### config.mk
export PLATFORM = sky130hd
export DESIGN_NAME = serial_cfg_port
export DESIGN_NICKNAME = d
export VERILOG_FILES = /design/src/rtl/sdcr_pkg.sv /design/src/rtl/sdcr_shifter.sv /design/src/rtl/sdcr_hold.sv /design/src/rtl/sdcr_decode.sv /design/src/rtl/serial_cfg_port.sv
export SDC_FILE = /design/constraint.sdc
export NUM_CORES = 1
export LEC_CHECK = 0
export BUFFER_PORTS_ARGS = -buffer_cell sky130_fd_sc_hd__buf_2
export CORE_MARGIN = 4
export CORE_UTILIZATION = 30
export DETAILED_ROUTE_END_ITERATION = 6
export PLACE_DENSITY = 0.5
export SLEW_MARGIN = 20
export SYNTH_ARGS = -nofsm -noshare
export SYNTH_HDL_FRONTEND = slang
export SYNTH_HIERARCHICAL = 1
export SYNTH_SLANG_ARGS = --single-unit
### constraint.sdc
create_clock -name clk -period 4 [get_ports clk]
set_clock_uncertainty 0.1 [all_clocks]
set_input_delay 0.8 -clock clk [delete_from_list [all_inputs] [get_ports clk]]
set_output_delay 0.8 -clock clk [all_outputs]
set_load 0.02 [all_outputs]
### src/rtl/sdcr_pkg.sv
package sdcr_pkg;
    localparam int FRAME_W   = 16;
    localparam int BLANK_W   = 3;
    localparam int TORQ_W    = 2;
    localparam int DECAY_W   = 2;
    localparam int CUR_W     = 5;
    localparam int BLANK_LSB = 0;
    localparam int TORQ_LSB  = BLANK_LSB + BLANK_W;
    localparam int DECAY_LSB = TORQ_LSB + TORQ_W;
    localparam int CUR_LSB   = DECAY_LSB + DECAY_W;
    localparam int DIR_BIT   = CUR_LSB + CUR_W;
    localparam int USED_W    = DIR_BIT + 1;

    localparam logic [FRAME_W-1:0] RESET_WORD = 16'h0FB8;

    typedef struct packed {
        logic [BLANK_W-1:0] blank;
        logic [TORQ_W-1:0]  torque;
        logic [DECAY_W-1:0] decay;
        logic [CUR_W-1:0]   current;
        logic               dir;
    } fields_t;
endpackage

### src/rtl/sdcr_shifter.sv
module sdcr_shifter
    import sdcr_pkg::*;
#(
    parameter int W = FRAME_W
) (
    input  logic         clk,
    input  logic         rst_n,
    input  logic         clear,
    input  logic         ser_clk,
    input  logic         ser_data,
    output logic [W-1:0] sr_q,
    output logic [W-1:0] sr_next
);
    typedef struct packed {
        logic         clk_prev;
        logic [W-1:0] sr;
    } shift_state_t;

    shift_state_t st_d, st_q;

    always_comb begin
        st_d          = st_q;
        st_d.clk_prev = ser_clk;
        if (clear) begin
            st_d.sr = RESET_WORD[W-1:0];
        end else if (ser_clk && !st_q.clk_prev) begin
            st_d.sr = {ser_data, st_q.sr[W-1:1]};
        end
    end

    always_ff @(posedge clk or negedge rst_n) begin
        if (!rst_n) begin
            st_q.clk_prev <= 1'b0;
            st_q.sr       <= RESET_WORD[W-1:0];
        end else begin
            st_q <= st_d;
        end
    end

    assign sr_q    = st_q.sr;
    assign sr_next = st_d.sr;

    // a detected shift edge places the sampled data bit at the top
    assert_shift_entry_R2: assert property (@(posedge clk) disable iff (!rst_n)
        (ser_clk && !st_q.clk_prev && !clear) |=> (sr_q[W-1] == $past(ser_data)))
        else $error("shift entry mismatch");

    // the rest of the register moves one place toward bit 0
    assert_shift_move_R2: assert property (@(posedge clk) disable iff (!rst_n)
        (ser_clk && !st_q.clk_prev && !clear) |=> (sr_q[W-2:0] == $past(sr_q[W-1:1])))
        else $error("shift move mismatch");
endmodule

### src/rtl/sdcr_hold.sv
module sdcr_hold
    import sdcr_pkg::*;
#(
    parameter int W = FRAME_W
) (
    input  logic         clk,
    input  logic         rst_n,
    input  logic         clear,
    input  logic         strobe,
    input  logic [W-1:0] sr_next,
    output logic [W-1:0] word_q
);
    typedef struct packed {
        logic [W-1:0] word;
    } hold_state_t;

    hold_state_t st_d, st_q;

    always_comb begin
        st_d = st_q;
        if (clear) begin
            st_d.word = RESET_WORD[W-1:0];
        end else if (!strobe) begin
            st_d.word = sr_next;
        end
    end

    always_ff @(posedge clk or negedge rst_n) begin
        if (!rst_n) begin
            st_q.word <= RESET_WORD[W-1:0];
        end else begin
            st_q <= st_d;
        end
    end

    assign word_q = st_q.word;

    // a high strobe freezes the held word
    assert_strobe_hold_R4: assert property (@(posedge clk) disable iff (!rst_n)
        (strobe && !clear) |=> $stable(word_q))
        else $error("held word moved while strobe high");

    // sleep returns the held word to its default
    assert_sleep_clear_R8: assert property (@(posedge clk) disable iff (!rst_n)
        clear |=> (word_q == RESET_WORD[W-1:0]))
        else $error("held word not cleared");
endmodule

### src/rtl/sdcr_decode.sv
module sdcr_decode
    import sdcr_pkg::*;
(
    input  logic              clk,
    input  logic              rst_n,
    input  logic [USED_W-1:0] word,
    input  logic              mode_serial,
    input  logic              phase_in,
    output fields_t           fields
);
    always_comb begin
        fields.blank  = word[BLANK_LSB +: BLANK_W];
        fields.torque = word[TORQ_LSB +: TORQ_W];
        fields.decay  = word[DECAY_LSB +: DECAY_W];
        if (mode_serial) begin
            fields.current = word[CUR_LSB +: CUR_W];
            fields.dir     = word[DIR_BIT];
        end else begin
            fields.current = '1;
            fields.dir     = phase_in;
        end
    end

    // pin-PWM mode forces full-scale current and pin direction
    assert_pwm_force_R6: assert property (@(posedge clk) disable iff (!rst_n)
        !mode_serial |-> (fields.current == '1 && fields.dir == phase_in))
        else $error("pin-PWM forcing broken");

    // serial mode takes current and direction from the held word
    assert_serial_pass_R7: assert property (@(posedge clk) disable iff (!rst_n)
        mode_serial |-> (fields.current == word[CUR_LSB +: CUR_W] && fields.dir == word[DIR_BIT]))
        else $error("serial fields broken");
endmodule

### src/rtl/serial_cfg_port.sv
module serial_cfg_port
    import sdcr_pkg::*;
#(
    parameter int W = FRAME_W
) (
    input  logic               clk,
    input  logic               rst_n,
    input  logic               sleep,
    input  logic               ser_clk,
    input  logic               ser_data,
    input  logic               ser_strobe,
    input  logic               mode_serial,
    input  logic               phase_in,
    output logic [BLANK_W-1:0] blank_sel,
    output logic [TORQ_W-1:0]  torque_sel,
    output logic [DECAY_W-1:0] decay_sel,
    output logic [CUR_W-1:0]   current_code,
    output logic               dir_out
);
    logic [W-1:0] sr_q;
    logic [W-1:0] sr_next;
    logic [W-1:0] word_q;
    fields_t      fields;
    logic         unused_top;

    sdcr_shifter #(.W(W)) u_shift (
        .clk     (clk),
        .rst_n   (rst_n),
        .clear   (sleep),
        .ser_clk (ser_clk),
        .ser_data(ser_data),
        .sr_q    (sr_q),
        .sr_next (sr_next)
    );

    sdcr_hold #(.W(W)) u_hold (
        .clk    (clk),
        .rst_n  (rst_n),
        .clear  (sleep),
        .strobe (ser_strobe),
        .sr_next(sr_next),
        .word_q (word_q)
    );

    sdcr_decode u_dec (
        .clk        (clk),
        .rst_n      (rst_n),
        .word       (word_q[USED_W-1:0]),
        .mode_serial(mode_serial),
        .phase_in   (phase_in),
        .fields     (fields)
    );

    assign unused_top   = ^word_q[W-1:USED_W];
    assign blank_sel    = fields.blank;
    assign torque_sel   = fields.torque;
    assign decay_sel    = fields.decay;
    assign current_code = fields.current;
    assign dir_out      = fields.dir;

    // with the strobe low, the held word tracks the shift register
    assert_follow_R3: assert property (@(posedge clk) disable iff (!rst_n)
        (!ser_strobe && !sleep) |=> (word_q == sr_q))
        else $error("held word does not follow shift register");

    // sleep also clears the shift register
    assert_sleep_sr_R8: assert property (@(posedge clk) disable iff (!rst_n)
        sleep |=> (sr_q == RESET_WORD[W-1:0]))
        else $error("shift register not cleared");
endmodule

======== Word level (Yosys, flattened, before mapping) ========
Cells that the tools add are included.
storage, ports and cells
  input port bits ......................... 8
  flip-flop bits (word level) ............. 30
  logic and storage cells ................. 11
  output and inout port bits .............. 13
cells by class
  equal/unequal tests ..................... 1
  reduce and logical (&&, ||, !) cells .... 2
  muxes and demuxes ....................... 5
operator list
  cell                number
  $mux 16             2
  $mux 13             2
  $mux 6              1
  $ne 2x2->1 const B  1
  $logic_and 1x1->1   1
  $logic_not 1->1     1

======== Depth between registers and ports, before layout ========
  depth after elaboration ................. 6
  mapped depth ............................ 6
  mapped depth without buffers ............ 4

======== By module ========
The synthesis kept the hierarchy.
modules (own cells, without submodules)
  module        times used  sequential area each (um^2)  area an instance (um^2)  cells each
  sdcr_shifter  1           435.4                        867.1                    76
  sdcr_hold     1           410.4                        699.4                    52
  sdcr_decode   1           0.0                          97.6                     13

======== Worst setup path before layout ========
OpenSTA, ideal clock, no wires.
  path kind ............................... input port to output port
  from .................................... input mode_serial
  to ...................................... output dir_out
  cell stages on the path ................. 1
  buffers on the path ..................... 0
  required time ........................... 3100 ps
  path slack .............................. 1935 ps
  arrival ................................. 1165 ps
  path through ............................ mux2_2
on the way
  cells in the longest elaborated chain, start to end .. 1
ends and longest elaborated chain
  element      line                   text
  from (decl)  serial_cfg_port.sv:12  input logic mode_serial,
  $mux 6       sdcr_decode.sv:15      if (mode_serial) begin
  to (decl)    serial_cfg_port.sv:18  output logic dir_out
Every way passes these cells.

======== Final worst setup path ========
Ends and elaborated chain as after synthesis.

==> run summary <==
Worst setup path
* input pin — Worst Setup Start Kind
* 6 — maximum fanout count along the critical path
* 3.10 ns — worst endpoint required time
* output port — Worst Setup End Kind
* input pin to output port — CP Class
* 1.43 ns — critical path data arrival time

Flow run
* 0 — number of maximum-capacitance violations

STA
* 0.564 — Max-Slew Margin vs Limit
* 0 — number of endpoints with negative hold slack in the final report
* 0 — Final Max Slew Viols
* 0 — final setup fails
* 2.33 ns — post-layout min period
* 430 MHz — Max Clock Freq
* false — unrepaired setup endpoints after global routing
* 0 ns — setup TNS after final layout
* 0.581 — Final period util
* 0.654 ns — actual slew at the worst max-slew pin
* 0.431 ns — final-layout worst hold slack
* 1.67 ns — crit path setup slack, layout

Routing
* 4 — number of optimization iterations in the first detailed-route pass
* 0 — DRC violation count after routing
* 831 — vias post-DR
* 4.59 — Vias per Instance
* 14.0 µm — average wire length per cell after detail routing
* 2540 µm — final wirelength
* 0 — Antenna Violating Nets Remaining
* 57 — Iteration-0 DRC Markers

Power and ir drop
* 403 mW/mm² — Power Dens Cells
* 0.198 mV — worst vdd ir
* 0.719 nW — leakage power total
* 0.628 mW — post-layout total power

CTS
* 0 — buffers inserted by post-CTS timing repair
* 0.06 ns — clk slew on worst S/H paths
* 2 — number of buffers on the longest clock path
* 0 — CTS resizes
* done — CTS tree
* clkbuf_8 — CTS root buffer
* 2 — CTS H-tree depth
* 0 — cts hold-fix bufs
* 30 — clock tree sinks
* 5 — Num CTS Buffers
* 0.28 ns — clock insertion delay at the later pin of the skew report

Worst hold path
* flip-flop to flip-flop — class of the most critical hold timing path

GRT
* 895 — number of global-route vias before repair
* 0 — total gr overflow
* 0.0933 — overall global routing resource usage
* 0 — antenna violations before repair
* 35 — pin count of the biggest net entering global routing
* 4280 µm — wire length of the first global-routing pass

Cells and area
* 451 — number of inserted filler cells in the final layout
* 0 — number of antenna diodes
* 136 — final net count
* 9.20% — Layout Area Growth over Synthesis
* 0.372 — fraction of final layout cells with drive strength greater than 1

Placement
* 1.66 ns — dpl ws
* 0.709 — global placement routability congestion
* 20 — Port Buffer Count
* 1720 µm — HPWL after detailed placement

Floorplanning
* 0.00447 mm² — core box area
* 77.0 µm — width of the die
* 24 — placement row count
* 0.00593 mm² — die area
* 0.319 — starting density of the core
* 21 — top-level I/O count
* 77.0 µm — die height

Synthesis
* 116 — Syn Inst Count
* 6 — warnings from Yosys
* 124 — Post-Syn Nets
* 12.3 µm² — mean post-synth cell area
* 0.00143 mm² — Cell Area, Synth

Run status
* finished clean — outcome

-- worst paths after layout --
| path | startpoint | to | slack [ns] | depth (start not counted) |
|---|---|---|---|---|
| max | mode_serial | dir_out | 1.67 | 3 |
| min in group asynchronous | rst_n | u_hold/word_q[0] | 0.45 | 1 |
| max reg2reg | u_shift/st_q[16] | u_hold/word_q[7] | 2.23 | 4 |
| min | u_hold/word_q[6] | u_hold/word_q[6] | 0.43 | 2 |
| max in group asynchronous | rst_n | u_hold/word_q[6] | 2.93 | 1 |
| min reg2reg | u_hold/word_q[6] | u_hold/word_q[6] | 0.43 | 2 |
-- cell usage in the layout, fill, tap and decap left out, types with 3 or more instances in the layout --
cell type	count
nand2b_1	12
dfstp_2	16
nor2b_1	3
mux2i_1	18
nand4bb_1	3
nor2_1	15
a211o_1	8
buf_2	20
and2b_4	5
dfrtp_1	14
o21ai_1	3
clkbuf_8	6
-- worst max-delay path, cell delays in order --
cell and delay, ns:
buf_2 0.13, mux2_2 0.33, buf_2 0.16
-- routing by layer --
| layer | up-vias | routed length, µm | global-route usage |
|---|---|---|---|
| li1 | 408 | - | - |
| met2 | 17 | 1240 | 0.145 |
| met3 | 6 | 103 | 0.0316 |
| met4 | 0 | 58 | 0.0534 |
| met1 | 400 | 1140 | 0.112 |
| met5 | - | 0 | 0 |
-- through the flow --
stage	util	cells	cell area (µm²)
final	0.348	181	1560
after global routing	0.348	181	1560
after CTS	0.348	181	1560
after detailed placement	0.328	173	1470
after global placement	0.328	173	1470
after floorplan	-	116	1430
-- sequential cells by signal, summed over array words and instances, names as in the netlist --
signal / count
u_shift/st_q: 1
u_hold/word_q: 13
u_shift/sr_q: 16
-- report_power, final --
group	total [mW]	internal (mW)	switching, mW
clock network	0.243	0.140	0.103
logic	0.0610	0.0256	0.0354
registers	0.324	0.319	0.00441
-- final cells by class --
class / count / area, µm² / share of cell area
Clock buffer: 8 / 90.1 / 0.0578
Tap cell: 52 / 65.1 / 0.0417
Timing Repair Buffer: 20 / 100 / 0.0642
Sequential cell: 30 / 771 / 0.494
Multi-Input combinational cell: 71 / 533 / 0.342
Note: power is estimated with default switching activity, not from simulation.
